<file path="src/rtl/adc_port_pkg.sv">
package adc_port_pkg;

  typedef enum logic [1:0] {
    PWR_ACTIVE = 2'd0,
    PWR_NAP    = 2'd1,
    PWR_SLEEP  = 2'd2,
    PWR_WAKING = 2'd3
  } pwr_e;

  // Serial order matters: first captured bit lands in mux[3], last in slp.
  typedef struct packed {
    logic [3:0] mux;
    logic       uni;
    logic       slp;
  } cfg_t;

  localparam int CFG_W = $bits(cfg_t);

endpackage

</file>
<file path="src/rtl/adc_serial_port.sv">
module adc_serial_port
  import adc_port_pkg::*;
#(
  parameter int DATA_W = 12
) (
  input  logic              clk,
  input  logic              rst,
  input  logic              sck_rise,
  input  logic              sdi,
  input  logic              busy,
  input  logic              shift_en,
  input  logic              load,
  input  logic              frame_clr,
  input  logic              conv_start,
  input  logic [DATA_W-1:0] load_word,
  output logic              sdo,
  output cfg_t              cfg_pending,
  output logic              acq_ready
);
  localparam int CCW = $clog2(CFG_W + 1);
  localparam logic [CCW-1:0] C_LAST = CCW'(CFG_W - 1);
  localparam logic [CCW-1:0] C_FULL = CCW'(CFG_W);

  logic [DATA_W-1:0] out_sr;
  logic [CFG_W-2:0]  cfg_sr;
  logic [CCW-1:0]    cfg_cnt;

  assign sdo = out_sr[DATA_W-1];

  // Result shifter: load at end of conversion, MSB first on sck falls.
  always_ff @(posedge clk) begin
    if (rst)           out_sr <= '0;
    else if (load)     out_sr <= load_word;
    else if (shift_en) out_sr <= {out_sr[DATA_W-2:0], 1'b0};
  end

  // Configuration capture on the first CFG_W sck rises of a frame.
  always_ff @(posedge clk) begin
    if (rst) begin
      cfg_cnt     <= '0;
      cfg_sr      <= '0;
      cfg_pending <= '0;
      acq_ready   <= 1'b0;
    end else begin
      if (frame_clr) begin
        cfg_cnt <= '0;
      end else if (sck_rise && !busy && cfg_cnt != C_FULL) begin
        cfg_sr  <= {cfg_sr[CFG_W-3:0], sdi};
        cfg_cnt <= cfg_cnt + 1'b1;
        if (cfg_cnt == C_LAST) begin
          cfg_pending <= cfg_t'({cfg_sr, sdi});
          acq_ready   <= 1'b1;
        end
      end
      if (conv_start) acq_ready <= 1'b0;
    end
  end
endmodule

</file>
<file path="config.mk">
export PLATFORM = sky130hd
export DESIGN_NAME = adc_serial_port
export DESIGN_NICKNAME = d
export VERILOG_FILES = /design/src/rtl/adc_port_pkg.sv /design/src/rtl/adc_serial_port.sv
export SDC_FILE = /design/constraint.sdc
export NUM_CORES = 1
export LEC_CHECK = 0
export BUFFER_PORTS_ARGS = -buffer_cell sky130_fd_sc_hd__buf_2
export CORE_ASPECT_RATIO = 0.75
export CORE_MARGIN = 10
export CORE_UTILIZATION = 47
export DETAILED_ROUTE_END_ITERATION = 7
export PLACE_DENSITY = 0.74
export SETUP_SLACK_MARGIN = 0.02
export SLEW_MARGIN = 5
export SYNTH_ARGS = -nofsm -noshare
export SYNTH_HDL_FRONTEND = slang
export SYNTH_SLANG_ARGS = --single-unit
</file>
<file path="constraint.sdc">
create_clock -name clk -period 1.44 [get_ports clk]
set_input_delay 0.36 -clock clk [delete_from_list [all_inputs] [get_ports clk]]
set_output_delay 0.36 -clock clk [all_outputs]
set_load 0.03 [all_outputs]
</file>
Yosys cells after proc, flatten, opt, wreduce, memory -nomap -nowiden --
Index checks and enable logic that the tools add are counted.
Operators by class: add/sub/neg operators 1, equal/unequal tests 2, multiplexer cells 2, bitwise gates (word level) 1, reduce and logical (&&, ||, !) cells 8
Operators with widths (number):
- two-way mux 12 bit | 2
- OR reduction 2 bit | 2
- adder 3 x 1 -> 3 bit, second input constant | 1
- equality test 3 bit, second input constant | 1
- inequality test 3 bit, second input constant | 1
- AND reduction 3 bit | 1
- logical AND 1 bit | 2
- AND reduction 2 bit | 1
- nonzero test 2 bit | 1
- logical NOT 1 bit | 1
- inverter 1 bit | 1
Word-level totals: register bits 27, input port bits 21, output and inout bits 8, word-level logic and storage cells 21

Logic depth before layout (Yosys ltp) --
Gate-level depths: netlist (run 1).
word-level depth 4, gate-level depth with buffers 5, depth with buffers taken out 5

Worst setup path after synthesis (run 1) --
Ideal clock, no wire load.
path type reg-to-reg, start register cfg_cnt[0], end register cfg_pending[0] (netlist bit), library setup time 72 ps, data arrival time 1366 ps, data required time 1368 ps, slack 2 ps, stages on the path, launching flop included 5, buffers on the path 0, period minus slack after synthesis 1438 ps, cells stage by stage dfxtp_1 inv_1 ha_1 nor4_4 mux2i_1
Between the ends: longest elaborated chain between the ends 3, elaborated cells on any way between the ends 4, those cells by class eq/ne: 2; reduce/logical: 2
Ends and longest elaborated chain:
- start, declared | line adc_serial_port.sv:26 | logic [CCW-1:0] cfg_cnt;
- start signal, assigned | line adc_serial_port.sv:49 | cfg_cnt <= cfg_cnt + 1'b1;
- inequality test 3 bit | line adc_serial_port.sv:47 | end else if (sck_rise && !busy && cfg_cnt != C_FULL) begin
- logical AND 1 bit | line adc_serial_port.sv:47
- AND reduction 3 bit (no line) (*)
- end signal, assigned | line adc_serial_port.sv:51 | cfg_pending <= cfg_t'({cfg_sr, sdi});
- end, declared | line adc_serial_port.sv:17 | output cfg_t cfg_pending,
Mark *: on every way between the ends. The rest lies on a longest branch, timed or not. A chain may end at the register's enable or synchronous reset.

Worst setup path after layout (run 1) --
start register cfg_cnt[0], end register cfg_pending[1] (netlist bit)
Same word-level chain as after synthesis.

==> out/qor.yml, run 1 <==
syn_area_per_cell_sq_um: 11.0
layout_worst_path_cycle_share_pct: 91.4
hp-class: "in2reg"
syn_area_sq_um: 1260
grt_pass1_wl_um: 4020
worstPathMaxFanout: 7
critPathArrivalTime_ns: 1.58
finalPower_mw: 1.26
synth_flop_cell: "dfxtp_1"
synth_edf_count: 0
htree_levels: 1
crit_family: "flip-flops"
final_common_cell: "buf_2"
end_kind: "flip-flop"
core_sq_um: 2580
cpPeakStageDelay_ns: 0.36
drt_iter0_markers: 37
die_area_sq_um: 5180
peakVddDrop_mv: 0.368
fin_crit_ns: 1.32
ys_types: 23
wl_per_cell_um: 13.2
layout_common_cells: "buf_2 (28), dfxtp_1 (26), mux2i_1 (22)"
synth_top_family_by_area: "multiplexers"
portBuffers: 28
start_util_pct: 48.8
grt_max_degree: 27
power_density_nw_per_um2: 858
insertion_delay_ns: 0.32
cts_hold_buf: 0
rows: 16
setup.worst_path.class: "reg2reg"
post_dp_cell_area_sq_um: 1420
syn_inst: 115
whs_ns: 0.252
clock_path_buffers: 2
slew_headroom_pct: 72.3
required_ns: 1.71
nets: 169
drive_gt1_share_pct: 43.1
numCtsBuffers: 3
worstMarginPinSlew_ns: 0.416
die_h_um: 64.9
place_inst: 175
synthSimpleGateAreaFrac_pct: 18.6
first_pass_iters: 4
fin_worst_skew_ns: 0.00213
syn2layout_area_growth_pct: 16.5
antenna_found_initial: 0
fp.dieW_um: 79.8
vias_per_cell: 4.84
drc_errors: 0
tns_ns: 0
yosys_warnings: 0
start_kind: "flip-flop"
routed_wl_um: 2380
tritoncts: "yes"
ios: 29
dp_slack_ns: -0.0411
antenna_left: 0
postLayoutCoreUtil_pct: 56.9
cellLeakagePower_nw: 0.628
async_reset_ff_share_pct: 0
maxCapViolations: 0
worst-path-buf-inv: 2
run_status: "finished clean"
final_max_slew_viol_count: 0
synth_nets: 139
synth_xor_area_share_pct: 0
grt-ovfl-total: 0
setup_violations: 0
slowest_stage: "dfxtp_2"
via_count: 872
grt_pass1_vias: 917
rsz0062_at_grt: "false"
routabilityCongestion: 0.772
clock_sinks: 27
synthAdderAreaFrac_pct: 2.98
setup_ws_ns: 0.124
diodes: 0
hpwl_um: 1820
muxShareOfSynthArea_pct: 27.3
path_clk_slew_ns: 0.15
grt_use_total_pct: 9.42
seq_area_frac_synth_pct: 42.9
max_freq_mhz: 760
finalNonFillerCells: 180
path_cells: "inv_1, ha_2, nor4_4, buf_4, mux2i_1"
fin_area_sq_um: 1470
synth_compound_area_share_pct: 3.97
ys_ff_latch: 27
cts-root-buf: "clkbuf_4"
finalHoldViolCount: 0
final cells by class:
cell class | instances | area (sq um)
multi-input cells | 78 | 671
clock inverters | 1 | 7.51
repair buffers | 31 | 166
fillers | 226 | 1110
inverters | 4 | 15.0
flip-flops and latches | 27 | 542
well taps | 36 | 45.0
clock buffers | 3 | 22.5
repair_timing:
item	CTS	global route
gates resized for setup	2	3
buffers inserted	1	0
pin swaps	1	0
setup endpoints to repair	7	8
registers in the layout, summed over array words and instances, names as in the netlist:
name	count
out_sr	12
cfg_sr	5
cfg_pending	6
acq_ready	1
cfg_cnt	3
cell families (layout without fill, tap and decap cells):
group | after synthesis | count (layout)
compound gates | 8 | 8
fa+ha+maj | 3 | 3
buf+inv | 10 | 39
flops | 27 | 27
mux | 33 | 33
simple gates | 34 | 34
layer usage:
layer	global-route usage (%)	up-vias	routed length [um]
li1	-	449	-
met1	10.9	404	1090
met2	16.3	17	1160
met3	2.89	2	116
met4	2.63	0	17
met5	0	-	0
path summary, 6_finish.rpt:
check | slack [ns] | cells after the start | to | startpoint
setup reg to reg | 0.12 | 5 | cfg_pending[1]$_SDFFE_PP0P_ | cfg_cnt[0]$_SDFFE_PP0P_
hold reg to reg | 0.48 | 1 | acq_ready$_SDFFE_PP0P_ | acq_ready$_SDFFE_PP0P_
hold / removal | 0.25 | 3 | acq_ready$_SDFFE_PP0P_ | conv_start
setup / recovery | 0.12 | 5 | cfg_pending[1]$_SDFFE_PP0P_ | cfg_cnt[0]$_SDFFE_PP0P_
worst register-to-register path: cells and delay by family (launching register included):
kind / cells / cell delay [ns]
DFF: 1 / 0.36
buffers and inverters: 2 / 0.26
and+or+nand+nor: 1 / 0.24
adders and majority gates: 1 / 0.20
muxes: 1 / 0.19
Yosys cell counts (all sizes together) (2+ instances only):
cell / number / share of area (%)
buf: 4 / 2.6
or3: 2 / 0.99
ha: 3 / 3.0
clkbuf: 2 / 0.60
nand2b: 3 / 2.1
or2b: 10 / 6.9
inv: 4 / 1.2
mux2i: 22 / 17
mux2: 11 / 9.8
o21ai: 2 / 0.79
a21oi: 3 / 1.2
nor2: 14 / 4.2
dfxtp: 27 / 43
where the power goes:
part           switching, mW  leakage (nW)  internal (mW)
Combinational         0.0689         0.394         0.0755
Sequential            0.0103         0.220          0.771
Clock                  0.229        0.0139          0.106
No activity file was read; power rests on OpenSTA's default activity.
==> run 2: changes to the inputs <==
--- a/config.mk
+++ b/config.mk
@@ -5,6 +5,7 @@
 export SDC_FILE = /design/constraint.sdc
 export NUM_CORES = 1
 export LEC_CHECK = 0
+export ABC_AREA = 1
 export BUFFER_PORTS_ARGS = -buffer_cell sky130_fd_sc_hd__buf_2
 export CORE_ASPECT_RATIO = 0.75
 export CORE_MARGIN = 10
==> out/qor.yml, run 2 <==
fin_worst_skew_ns: 0.0173  # was 0.00213 ns
rsz0062_at_grt: "false"  # unchanged
power.share.clock_pct: 26.6  # about the same
post_dp_cell_area_sq_um: 1420  # about the same
setup.worst_path.class: "reg2out"  # was reg2reg
peakVddDrop_mv: 0.581  # was 0.368 mV
run_status: "finished clean"  # unchanged
drc_errors: 0  # unchanged
use_met1_pct: 13.0  # was 10.9%
finalHoldViolCount: 0  # unchanged
yosys-top-cells-area: "dfxtp_1 (44%), nand2_1 (19%), inv_1 (7.6%), nand3_1 (6.1%), nor2_1 (5.5%)"  # was dfxtp_1 (43%), mux2i_1 (17%), mux2_2 (9.8%), or2b_2 (6.9%), nor2_1 (4.2%)
use_met2_pct: 16.2  # was 16.3%
syn_area_per_cell_sq_um: 6.86  # was 11.0 sq um
worst-path-buf-inv: 1  # was 2
die_area_sq_um: 5080  # was 5180 sq um
largest_reg_flops: 12  # unchanged
ys_types: 16  # was 23
rows: 15  # was 16
start_kind: "flip-flop"  # unchanged
max_freq_mhz: 793  # was 760 MHz
syn2layout_area_growth_pct: 20.8  # was 16.5%
pwr-share-comb_pct: 12.2  # was 11.5%
fill_cells: 252  # was 226
grt_use_met3_pct: 4.33  # was 2.89%
finalNonFillerCells: 247  # was 180
hpwl_um: 2030  # was 1820 um
critPathArrivalTime_ns: 0.90  # was 1.58 ns
seq_area_frac_synth_pct: 44.0  # was 42.9%
via_count: 1126  # was 872
grt_pass1_vias: 1060  # was 917
fin_area_sq_um: 1480  # was 1470 sq um
insertion_delay_ns: 0.34  # was 0.32 ns
cts_hold_buf: 0  # unchanged
top_register: "out_sr"  # unchanged
final_max_slew_viol_count: 0  # unchanged
slew_headroom_pct: 84.6  # was 72.3%
ios: 29  # unchanged
end_kind: "output pin"  # was flip-flop
power_density_nw_per_um2: 859  # was 858 nW/um^2
clock_path_buffers: 2  # unchanged
path_clk_slew_ns: 0.15  # about the same
crit_family: "flip-flops"  # unchanged
yosys_warnings: 0  # unchanged
antenna_left: 0  # unchanged
synth_nets: 203  # was 139
path_cells: "buf_2"  # was inv_1, ha_2, nor4_4, buf_4, mux2i_1
top_regs: "out_sr x12, cfg_pending x6, cfg_sr x5"  # unchanged
async_reset_ff_share_pct: 0  # unchanged
synth_top_cell_by_area: "dfxtp_1"  # unchanged
setup_violations: 0  # unchanged
top_usage_layer: "met2"  # unchanged
grt_pass1_wl_um: 4550  # was 4020 um
fp.dieW_um: 79.0  # was 79.8 um
cellLeakagePower_nw: 0.758  # was 0.628 nW
numCtsBuffers: 3  # unchanged
synth_edf_count: 0  # unchanged
yosysMostFrequentCell: "nand2_1"  # was dfxtp_1
cpPeakStageDelay_ns: 0.36  # about the same
layout_common_cells: "nand2_1 (60), buf_2 (28), dfxtp_1 (26)"  # was buf_2 (28), dfxtp_1 (26), mux2i_1 (22)
seqCellArea_sq_um: 542  # unchanged
sw_frac_of_total_pct: 25.8  # was 24.5%
maxCapViolations: 0  # unchanged
grt_use_total_pct: 10.7  # was 9.42%
die_h_um: 64.3  # was 64.9 um
start_util_pct: 51.1  # was 48.8%
cts-root-buf: "clkbuf_4"  # unchanged
yosysTopAreaCellShare_pct: 44.0  # was 42.9%
grt-ovfl-total: 0  # unchanged
routabilityCongestion: 0.811  # was 0.772
worstMarginPinSlew_ns: 0.231  # was 0.416 ns
cellInternalPower_mw: 0.946  # was 0.952 mW
hp-class: "in2reg"  # unchanged
nets: 238  # was 169
place_inst: 240  # was 175
core_sq_um: 2400  # was 2580 sq um
vias_per_cell: 4.56  # was 4.84
layout_worst_path_cycle_share_pct: 87.6  # was 91.4%
htree_levels: 1  # unchanged
routed_wl_um: 2600  # was 2380 um
synth_flop_cell: "dfxtp_1"  # unchanged
tritoncts: "yes"  # unchanged
fin_crit_ns: 1.26  # was 1.32 ns
finalPower_mw: 1.27  # was 1.26 mW
diodes: 0  # unchanged
first_pass_iters: 4  # unchanged
multiInputGateArea_sq_um: 552  # was 671 sq um
portBuffers: 28  # unchanged
required_ns: 1.08  # was 1.71 ns
grt_max_degree: 17  # was 27
p_switching_mw: 0.328  # was 0.309 mW
ys_ff_latch: 27  # unchanged
synth_commonest_cells: "nand2_1 (61), dfxtp_1 (27), inv_1 (25)"  # was dfxtp_1 (27), mux2i_1 (22), nor2_1 (14)
clock_sinks: 27  # unchanged
antenna_found_initial: 0  # unchanged
wl_per_cell_um: 10.5  # was 13.2 um
seqPwrFrac_pct: 61.3  # was 61.9%
slowest_stage: "dfxtp_1"  # was dfxtp_2
worstPathMaxFanout: 2  # was 7
tns_ns: 0  # unchanged
final_common_cell: "nand2_1"  # was buf_2
syn_inst: 179  # was 115
syn_area_sq_um: 1230  # was 1260 sq um
drive_gt1_share_pct: 22.5  # was 43.1%
drt_iter0_markers: 94  # was 37
==> run 2: cell type report <==
cell class	count	share of cell area [%]
Inverter	26	6.58
Timing Repair Buffer	37	14.8
Tap cell	34	2.87
Clock inverter	1	0.506
Clock buffer	3	1.52
Multi-Input combinational cell	119	37.2
Sequential cell	27	36.5
==> run 2: worst min-delay path, stage by stage <==
cell	delay [ns]
buf_2	0.07
or2_2	0.09
nor2_1	0.03
==> run 2: logic make-up (layout without fill, tap and decap cells) <==
| kind of cell | Yosys count | count (layout) | share of synthesized area [%] |
|---|---|---|---|
| DFF | 27 | 27 | 44.0 |
| adders and majority gates | 3 | 3 | 3.06 |
| and+or+nand+nor | 104 | 104 | 36.7 |
| AOI/OAI and AO/OA | 12 | 12 | 4.99 |
| buffers and inverters | 33 | 67 | 11.3 |
==> run 2: repair_timing <==
action / 4_1_cts / 5_1_grt
gates resized for setup: 0 / 2
pin swaps: 1 / 1
endpoints found under the hold margin: 0 / 0
setup buffers: 2 / 1
endpoints found under the setup margin: 1 / 12
==> run 2: power groups by stage <==
stage | registers (mW) | logic, mW | clock network [mW]
after floorplan | 0.798 | 0.0893 | 0
after global placement | 0.796 | 0.139 | 0
after detailed placement | 0.797 | 0.145 | 0
after CTS | 0.781 | 0.153 | 0.354
after global routing | 0.784 | 0.176 | 0.381
final | 0.781 | 0.155 | 0.338
==> run 2: per-stage QoR <==
step                      hold slack, ns  setup slack (ns)  utilization, %
after global placement             0.449             0.101            58.9
after floorplan                    0.440             0.170               -
after global routing               0.234            0.0215            61.8
final                              0.230             0.179            61.8
after CTS                          0.221             0.123            61.3
after detailed placement           0.452          -0.00317            58.9
==> run 2: path summary, 6_finish.rpt <==
path                                      end  slack [ns]                         from  cells after the start
setup / recovery               cfg_pending[5]        0.18  cfg_pending[5]$_SDFFE_PP0P_                      1
hold reg to reg        out_sr[0]$_SDFFE_PP0P_        0.47       out_sr[0]$_SDFFE_PP0P_                      2
hold / removal         acq_ready$_SDFFE_PP0P_        0.23                   conv_start                      3
setup reg to reg  cfg_pending[3]$_SDFFE_PP0P_        0.19      cfg_cnt[0]$_SDFFE_PP0P_                      7
==> run 2: routing by layer <==
metal,vias up,part of all wire (%)
li1,619,-
met1,478,45
met2,24,45
met3,5,8.0
met4,0,1.5
met5,-,0
==> run 3: changes to the inputs <==
--- a/config.mk
+++ b/config.mk
@@ -11,7 +11,7 @@
 export CORE_MARGIN = 10
 export CORE_UTILIZATION = 47
 export DETAILED_ROUTE_END_ITERATION = 7
-export PLACE_DENSITY = 0.74
+export PLACE_DENSITY = 0.83
 export SETUP_SLACK_MARGIN = 0.02
 export SLEW_MARGIN = 5
 export SYNTH_ARGS = -nofsm -noshare
==> out/qor.yml, run 3 (synthesis gave the netlist of run 2 again) <==
run_status: "finished clean"  # unchanged
routed_wl_um: 2710  # was 2600 um
fin_worst_skew_ns: 0.0105  # was 0.0173 ns
fin_area_sq_um: 1510  # was 1480 sq um
largest_reg_flops: 12  # unchanged
finalHoldViolCount: 0  # unchanged
portBuffers: 28  # unchanged
start_kind: "flip-flop"  # unchanged
syn2layout_area_growth_pct: 22.6  # was 20.8%
layout_common_cells: "nand2_1 (60), buf_2 (28), dfxtp_1 (27)"  # was nand2_1 (60), buf_2 (28), dfxtp_1 (26)
die_area_sq_um: 5080  # unchanged
worstMarginPinSlew_ns: 0.217  # was 0.231 ns
grt_use_total_pct: 10.5  # was 10.7%
drt_iter0_markers: 104  # was 94
wl_per_cell_um: 10.8  # was 10.5 um
drive_gt1_share_pct: 23.5  # was 22.5%
maxCapViolations: 0  # unchanged
ios: 29  # unchanged
antenna_found_initial: 0  # unchanged
hp-class: "in2reg"  # unchanged
antenna_left: 0  # unchanged
die_h_um: 64.3  # unchanged
top_register: "out_sr"  # unchanged
cts_hold_buf: 0  # unchanged
first_pass_iters: 4  # unchanged
via_count: 1152  # was 1126
routabilityCongestion: 0.868  # was 0.811
grt-ovfl-total: 0  # unchanged
routed-wl-met3_um: 215  # was 208 um
end_kind: "flip-flop"  # was output pin
fp.dieW_um: 79.0  # unchanged
setup_ws_ns: 0.142  # was 0.179 ns
start_util_pct: 51.1  # unchanged
drc_errors: 0  # unchanged
setup.worst_path.class: "reg2reg"  # was reg2out
hpwl_um: 2020  # was 2030 um
final_common_cell: "nand2_1"  # unchanged
wl_met1_um: 1230  # was 1170 um
slew_headroom_pct: 85.5  # was 84.6%
worstPathMaxFanout: 8  # was 2
path_clk_slew_ns: 0.15  # about the same
max_freq_mhz: 770  # was 793 MHz
core_sq_um: 2400  # unchanged
postLayoutCoreUtil_pct: 62.7  # was 61.8%
tritoncts: "yes"  # unchanged
diodes: 0  # unchanged
dp_slack_ns: 0.0801  # was -0.00317 ns
cellLeakagePower_nw: 0.771  # was 0.758 nW
vias_per_cell: 4.59  # was 4.56
layout_worst_path_cycle_share_pct: 90.1  # was 87.6%
required_ns: 1.72  # was 1.08 ns
power_density_nw_per_um2: 848  # was 859 nW/um^2
grt_max_degree: 16  # was 17
seqCellArea_sq_um: 541  # was 542 sq um
multiInputGateArea_sq_um: 561  # was 552 sq um
critPathArrivalTime_ns: 1.58  # was 0.90 ns
highest_layer: "met4"  # unchanged
insertion_delay_ns: 0.34  # about the same
final_max_slew_viol_count: 0  # unchanged
rsz0062_at_grt: "false"  # unchanged
clock_sinks: 27  # unchanged
routed-wl-met2_um: 1230  # was 1180 um
setup_violations: 0  # unchanged
cts-root-buf: "clkbuf_4"  # unchanged
peakVddDrop_mv: 0.653  # was 0.581 mV
rows: 15  # unchanged
grt_pass1_wl_um: 4460  # was 4550 um
fin_crit_ns: 1.30  # was 1.26 ns
nets: 242  # was 238
clock_path_buffers: 2  # unchanged
numCtsBuffers: 3  # unchanged
tns_ns: 0  # unchanged
grt_pass1_vias: 1071  # was 1060
top_regs: "out_sr x12, cfg_pending x6, cfg_sr x5"  # unchanged
fill_cells: 228  # was 252
post_dp_cell_area_sq_um: 1430  # was 1420 sq um
htree_levels: 1  # unchanged
-- run 3: per-layer routing --
metal	up-vias	track usage, %
li1	623	-
met1	484	12.2
met2	41	17.1
met3	4	4.05
met4	0	4.02
met5	-	0
-- run 3: report_power, final --
part	internal (mW)	switching [mW]	total, mW
sequential	0.769	0.0112	0.780
combinational	0.0721	0.0888	0.161
clock	0.105	0.231	0.336
-- run 3: critical path: stages, from the launching register on --
cell and delay [ns]:
dfxtp_1 0.35, inv_1 0.04, ha_1 0.19, nand2_2 0.11, inv_2 0.05, nor2_4 0.13, buf_4 0.16, o21ai_0 0.08
a21oi_1 0.12
-- run 3: what timing repair did --
| action | in CTS | in global routing |
|---|---|---|
| buffers inserted | 0 | 5 |
| setup endpoints to repair | 0 | 14 |
| hold endpoints to repair | 0 | 0 |
| gates resized for setup | 0 | 2 |
-- run 3: cell type report --
cell class,instances,area share (%)
timing repair buffer,41,15.8
clock buffer,3,1.50
inverter,26,6.48
multi-input combinational,119,37.2
sequential,27,35.9
tap,34,2.82
clock inverter,1,0.332
-- run 3: through the flow --
step                      total power, mW  hold WS [ns]  std cells
after CTS                            1.27         0.232        246
after global routing                 1.33         0.236        251
after detailed placement            0.946         0.451        242
after global placement              0.942         0.447        242
final                                1.28         0.235        251
after floorplan                     0.888         0.440        179
-- run 3: final timing paths --
| kind | endpoint | depth (start not counted) | startpoint | slack (ns) |
|---|---|---|---|---|
| setup / recovery | cfg_cnt[1]$_SDFFE_PP0P_ | 8 | cfg_cnt[0]$_SDFFE_PP0P_ | 0.14 |
| hold / removal | acq_ready$_SDFFE_PP0P_ | 3 | conv_start | 0.23 |
| setup reg to reg | cfg_cnt[1]$_SDFFE_PP0P_ | 8 | cfg_cnt[0]$_SDFFE_PP0P_ | 0.14 |
| hold reg to reg | out_sr[9]$_SDFFE_PP0P_ | 2 | out_sr[8]$_SDFFE_PP0P_ | 0.47 |
